### src/rtl/rxb_pkg.sv
package rxb_pkg;

    localparam int unsigned RXB_DATA_W = 64;
    localparam int unsigned HDR_DW_W   = 32;
    // type[4:3] of the first header dword, type field at [28:24]
    localparam int unsigned MSG_HI     = 28;
    localparam int unsigned MSG_LO     = 27;
    localparam logic [1:0]  MSG_CODE   = 2'b10;

    typedef struct packed {
        logic vld;
        logic sop;
        logic eop;
    } rxb_ctl_t;

    function automatic logic hdr_is_msg(input logic [HDR_DW_W-1:0] dw0);
        return dw0[MSG_HI:MSG_LO] == MSG_CODE;
    endfunction

endpackage

### src/rtl/rxb_reg_stage.sv
module rxb_reg_stage
    import rxb_pkg::*;
#(
    parameter int unsigned DATA_W = RXB_DATA_W
) (
    input  logic              clk,
    input  logic              rst_n,
    input  rxb_ctl_t          in_ctl,
    input  logic [DATA_W-1:0] in_data,
    output rxb_ctl_t          out_ctl,
    output logic [DATA_W-1:0] out_data
);

    typedef struct packed {
        rxb_ctl_t          ctl;
        logic [DATA_W-1:0] data;
    } stage_st_t;

    stage_st_t st_d, st_q;

    always_comb begin
        st_d          = st_q;
        st_d.ctl.vld  = in_ctl.vld;
        // flags only meaningful on a valid beat
        st_d.ctl.sop  = in_ctl.vld && in_ctl.sop;
        st_d.ctl.eop  = in_ctl.vld && in_ctl.eop;
        st_d.data     = in_data;
    end

    always_ff @(posedge clk or negedge rst_n) begin
        if (!rst_n) st_q <= '0;
        else        st_q <= st_d;
    end

    assign out_ctl  = st_q.ctl;
    assign out_data = st_q.data;

endmodule

### src/rtl/rxb_msg_filter.sv
module rxb_msg_filter
    import rxb_pkg::*;
#(
    parameter int unsigned DATA_W   = RXB_DATA_W,
    parameter bit          DROP_MSG = 1'b1
) (
    input  logic              clk,
    input  logic              rst_n,
    input  rxb_ctl_t          in_ctl,
    input  logic [DATA_W-1:0] in_data,
    output rxb_ctl_t          out_ctl,
    output logic [DATA_W-1:0] out_data,
    output logic              pkt_ack
);

    typedef struct packed {
        rxb_ctl_t          ctl;
        logic [DATA_W-1:0] data;
        logic              drop;
        logic              ack;
    } flt_st_t;

    flt_st_t st_d, st_q;
    logic    msg_hit;
    logic    head_beat;
    logic    drop_now;

    generate
        if (DROP_MSG) begin : g_drop
            assign msg_hit = hdr_is_msg(in_data[HDR_DW_W-1:0]);
        end else begin : g_keep
            assign msg_hit = 1'b0;
        end
    endgenerate

    always_comb begin
        head_beat    = in_ctl.vld && in_ctl.sop;
        // decision taken on the head beat, latched for the rest
        drop_now     = head_beat ? msg_hit : st_q.drop;
        st_d         = st_q;
        st_d.ctl.vld = in_ctl.vld && !drop_now;
        st_d.ctl.sop = in_ctl.sop && st_d.ctl.vld;
        st_d.ctl.eop = in_ctl.eop && st_d.ctl.vld;
        st_d.data    = in_data;
        st_d.ack     = head_beat;
        if (in_ctl.vld) begin
            st_d.drop = in_ctl.eop ? 1'b0 : drop_now;
        end
    end

    always_ff @(posedge clk or negedge rst_n) begin
        if (!rst_n) st_q <= '0;
        else        st_q <= st_d;
    end

    assign out_ctl  = st_q.ctl;
    assign out_data = st_q.data;
    assign pkt_ack  = st_q.ack;

endmodule

### src/rtl/rxb_sideband.sv
module rxb_sideband (
    input  logic clk,
    input  logic rst_n,
    input  logic hold_in,
    output logic hold_out,
    output logic abort_out,
    output logic retry_out
);

    typedef struct packed {
        logic hold;
    } sb_st_t;

    sb_st_t st_d, st_q;

    always_comb begin
        st_d      = st_q;
        st_d.hold = hold_in;
    end

    always_ff @(posedge clk or negedge rst_n) begin
        if (!rst_n) st_q <= '0;
        else        st_q <= st_d;
    end

    assign hold_out  = st_q.hold;
    assign abort_out = 1'b0;
    assign retry_out = 1'b0;

endmodule

### src/rtl/rx_msg_bridge.sv
module rx_msg_bridge
    import rxb_pkg::*;
#(
    parameter int unsigned DATA_W     = RXB_DATA_W,
    parameter bit          DROP_MSG   = 1'b1,
    parameter int unsigned MID_STAGES = 1
) (
    input  logic              clk,
    input  logic              rst_n,
    input  logic [DATA_W-1:0] core_data,
    input  logic              core_sop,
    input  logic              core_eop,
    input  logic              core_valid,
    output logic              core_ack,
    output logic              core_abort,
    output logic              core_retry,
    output logic              core_hold,
    output logic [DATA_W-1:0] app_data,
    output logic              app_sop,
    output logic              app_eop,
    output logic              app_valid,
    input  logic              app_hold
);

    rxb_ctl_t          raw_ctl;
    rxb_ctl_t          in_ctl;
    logic [DATA_W-1:0] in_data;
    rxb_ctl_t          chain_ctl  [0:MID_STAGES];
    logic [DATA_W-1:0] chain_data [0:MID_STAGES];
    rxb_ctl_t          out_ctl;

    assign raw_ctl = '{vld: core_valid, sop: core_sop, eop: core_eop};

    rxb_reg_stage #(.DATA_W(DATA_W)) u_in_stage (
        .clk      (clk),
        .rst_n    (rst_n),
        .in_ctl   (raw_ctl),
        .in_data  (core_data),
        .out_ctl  (in_ctl),
        .out_data (in_data)
    );

    rxb_msg_filter #(.DATA_W(DATA_W), .DROP_MSG(DROP_MSG)) u_filter (
        .clk      (clk),
        .rst_n    (rst_n),
        .in_ctl   (in_ctl),
        .in_data  (in_data),
        .out_ctl  (chain_ctl[0]),
        .out_data (chain_data[0]),
        .pkt_ack  (core_ack)
    );

    generate
        for (genvar s = 0; s < MID_STAGES; s++) begin : g_mid
            rxb_reg_stage #(.DATA_W(DATA_W)) u_mid (
                .clk      (clk),
                .rst_n    (rst_n),
                .in_ctl   (chain_ctl[s]),
                .in_data  (chain_data[s]),
                .out_ctl  (chain_ctl[s+1]),
                .out_data (chain_data[s+1])
            );
        end
    endgenerate

    rxb_reg_stage #(.DATA_W(DATA_W)) u_out_stage (
        .clk      (clk),
        .rst_n    (rst_n),
        .in_ctl   (chain_ctl[MID_STAGES]),
        .in_data  (chain_data[MID_STAGES]),
        .out_ctl  (out_ctl),
        .out_data (app_data)
    );

    assign app_valid = out_ctl.vld;
    assign app_sop   = out_ctl.sop;
    assign app_eop   = out_ctl.eop;

    rxb_sideband u_sideband (
        .clk       (clk),
        .rst_n     (rst_n),
        .hold_in   (app_hold),
        .hold_out  (core_hold),
        .abort_out (core_abort),
        .retry_out (core_retry)
    );

endmodule

### config.mk
export PLATFORM = sky130hd
export DESIGN_NAME = rx_msg_bridge
export DESIGN_NICKNAME = d
export VERILOG_FILES = /design/src/rtl/rxb_pkg.sv /design/src/rtl/rxb_reg_stage.sv /design/src/rtl/rxb_msg_filter.sv /design/src/rtl/rxb_sideband.sv /design/src/rtl/rx_msg_bridge.sv
export SDC_FILE = /design/constraint.sdc
export NUM_CORES = 1
export LEC_CHECK = 0
export ABC_CLOCK_PERIOD_IN_PS = 1200
export BUFFER_PORTS_ARGS = -buffer_cell sky130_fd_sc_hd__buf_2
export CELL_PAD_IN_SITES_DETAIL_PLACEMENT = 0
export CELL_PAD_IN_SITES_GLOBAL_PLACEMENT = 2
export CORE_MARGIN = 2
export CORE_UTILIZATION = 33
export DETAILED_ROUTE_END_ITERATION = 8
export PLACE_DENSITY_LB_ADDON = 0.1
export SKIP_LAST_GASP = 1
export SYNTH_ARGS = -nofsm -noshare
export SYNTH_HDL_FRONTEND = slang
export SYNTH_SLANG_ARGS = --single-unit
### constraint.sdc
create_clock -name clk -period 1.2 [get_ports clk]
set_input_delay 0.18 -clock clk [delete_from_list [all_inputs] [get_ports clk]]
set_output_delay 0.18 -clock clk [all_outputs]
set_load 0.02 [all_outputs]
==> results.py <==
metrics = {
    "power_and_ir_drop": {
        "p_per_area_mw_per_mm2": 1935,
        "power_leakage_nw": 4.789,
        "irDropWorstVdd_uv": 904.8,
    },
    "clock_network": {
        "cts_setup_buffers": 0,
        "clock_latency_ps": 520,
        "cts_sinks": 271,
        "clkSlewWorstSetupHoldPaths_ps": 60,
        "root_buffer": "clkbuf_16",
        "clockBufferDepth": 3,
        "htreeDepth": 1,
        "cts_buffers": 28,
        "cts_tree": "done",
    },
    "yosys": {
        "synth_cell_types": 14,
        "synth-xor-area-share_pct": 0,
        "synth-seq-cells": 271,
        "avgSynthCellArea_um2": 23.80,
        "yosys.area_share.adder_pct": 0,
        "synth_top_family_by_area": "simple AND/OR/NAND/NOR gates",
        "yosysWarnings": 0,
        "yosysSeqAreaShare_pct": 97.92,
        "synthMuxAreaShare_pct": 0,
        "synth_compound_area_share_pct": 0.2349,
        "netlist_instances": 291,
        "synth-simple-area-share_pct": 1.463,
        "synth.cell_area_mm2": 0.006925,
    },
    "timing": {
        "fmax_ghz": 0.8104,
        "hold_viol_final": 0,
        "setup_viol": 22,
        "maxSlewViolCount": 0,
        "fin_crit_sh_pct": 102.8,
        "fin_skew_ps": 9.081,
        "min_period_ps": 1234,
        "fin_ws_ps": -33.99,
        "rsz0062_at_grt": "true",
    },
    "final_layout": {
        "fin_area_mm2": 0.01021,
        "nets": 608,
        "finalNonFillerCells": 830,
        "area_growth_pct": 47.44,
        "drive_gt1_share_pct": 35.42,
        "layout_commonest_cell": "dfrtp_1",
        "nFillCells": 1715,
        "final_cell_mix": "dfrtp_1, dlygate4sd3_1, buf_6",
        "seq_area_mm2": 0.006782,
        "multi_input_area_um2": 125.1,
    },
    "global_route": {
        "grt_pass1_wl_um": 17660,
        "grt_max_degree": 41,
        "track_usage_pct": 10.16,
        "grt_pass1_vias": 3428,
        "antenna_found_initial": 1,
        "overflow": 0,
    },
    "run_status": {
        "status": "finished, violations left",
        "failed_checks": "setup timing",
    },
    "flow_run": {
        "drv_cap": 0,
    },
    "critical_path": {
        "r2r_end": "u_filter.out_ctl[0]$_DFF_PN0_",
        "critical_path.top_delay_family": "flip-flops",
        "startpoint_type": "register",
        "slowest_delay_ps": 400,
        "rrSetupSlack_ps": 240,
        "end_kind": "output port",
        "r2r_cells": 2,
        "cpMaxStageDelayCell": "dfrtp_1",
        "cp.required_ps": 1020,
        "crit_end": "core_ack",
        "path_buf_inv": 1,
        "worstReg2RegStart": "u_in_stage.out_ctl[1]$_DFF_PN0_",
        "arrival_ps": 1050,
        "setup.worst_path.start": "u_filter.pkt_ack$_DFF_PN0_",
        "cp_num_cells": 1,
        "critPathKind": "register to output port",
        "crit_fanout": 1,
        "critical_path.cell_chain": "buf_6",
    },
    "die": {
        "ios": 141,
        "rows": 52,
        "die_h_um": 148.9,
        "initial_core_util_pct": 33.90,
        "dieArea_mm2": 0.02216,
        "coreArea_mm2": 0.02043,
        "die_x_um": 148.9,
    },
    "routing": {
        "vias_per_cell": 3.718,
        "totalWireLength_um": 10540,
        "vias": 3086,
        "dr.pass1.iters": 3,
        "drc_errors": 0,
        "wl_per_cell_um": 12.70,
        "final_antenna_net_count": 0,
        "drt_iter0_drc": 70,
    },
    "min_path": {
        "hold_path.class": "primary input to async pin",
    },
    "place": {
        "placedCellCount": 709,
        "io_buffers": 138,
        "gp_congestion": 0.6660,
        "placed_cell_area_mm2": 0.008085,
        "hpwl_um": 6282,
    },
}
## per-layer routing
metal  wire length (µm)  share of wire (%)  vias to the layer above  GRT usage, %
li1                   -                  -                     1399             -
met1               4601                 44                     1557         13.80
met2               4923                 47                      103         15.32
met3                696                6.6                       27         2.966
met4                321                3.0                        0         4.524
met5                  0                  0                        -             0
## stage by stage
step / total power, mW / hold WS (ps) / TNS [ps] / setup slack [ps] / util, %
floorplan: 10.08 / -115.6 / 0 / 296.8 / -
global placement: 10.58 / 81.54 / 0 / 258.2 / 39.58
detailed placement: 10.60 / 80.70 / 0 / 238.8 / 39.58
CTS: 20.13 / 128.9 / -2414 / -70.21 / 49.97
global route: 20.65 / 149.2 / -3205 / -84.92 / 49.98
finish: 19.76 / 135.1 / -339.5 / -33.99 / 49.98
## worst min path at each step
stage,startpoint,end,depth (start not counted)
floorplan,rst_n,g_mid[0].u_mid.out_ctl[0]$_DFF_PN0_,0
global placement,rst_n,u_out_stage.out_data[61]$_DFF_PN0_,1
detailed placement,rst_n,u_out_stage.out_data[61]$_DFF_PN0_,1
CTS,rst_n,u_out_stage.out_data[61]$_DFF_PN0_,2
global route,rst_n,u_out_stage.out_data[61]$_DFF_PN0_,2
finish,rst_n,u_out_stage.out_data[61]$_DFF_PN0_,2
## cell type report
class / count / area share (%)
inverter: 2 / 0.07352
antenna: 1 / 0.02451
multi-input combinational: 17 / 1.225
clock buffer: 41 / 8.332
timing repair buffer: 218 / 19.15
sequential: 271 / 66.41
clock inverter: 10 / 1.470
tap: 270 / 3.308
## synthesized netlist by cell type (all sizes together)
cell type / n / share of area [%]
a21boi: 1 / 0.11
and2: 7 / 0.65
and3b: 1 / 0.13
buf: 2 / 0.22
conb: 1 / 0.054
dfrtp: 271 / 98
inv: 2 / 0.11
nand4b: 1 / 0.13
nor2b: 1 / 0.090
nor3b: 1 / 0.11
nor4bb: 1 / 0.23
o221ai: 1 / 0.13
or3b: 1 / 0.13
## report_power, final
part,leakage (nW),internal [mW],switching (mW)
logic,1.11,0.516,0.468
clock network,0.500,5.74,3.26
registers,3.18,9.62,0.157
total,4.79,15.9,3.89
## kinds of logic (layout without fill, tap and decap cells)
| family | after synthesis | in the layout |
|---|---|---|
| AO/OA/AOI/OAI | 2 | 2 |
| buffers and inverters | 4 | 271 |
| flip-flops | 271 | 271 |
| AND/OR/NAND/NOR | 13 | 13 |
| other | 1 | 3 |
## flip-flops by register name, indices dropped and copies added (netlist names)
register and cells:
u_sideband.hold_out 1, u_in_stage.out_ctl 3, g_mid.u_mid.out_data 64, u_filter.st_q 1
u_filter.out_ctl 3, u_in_stage.out_data 64, u_filter.out_data 64, u_out_stage.out_ctl 3
u_out_stage.out_data 64, g_mid.u_mid.out_ctl 3, u_filter.pkt_ack 1
## what timing repair did
action,CTS,global route
resized for setup,138,0
hold buffers,69,0
setup endpoints to repair,69,69
hold endpoints to repair,339,0
No activity file was read; power rests on OpenSTA's default activity.
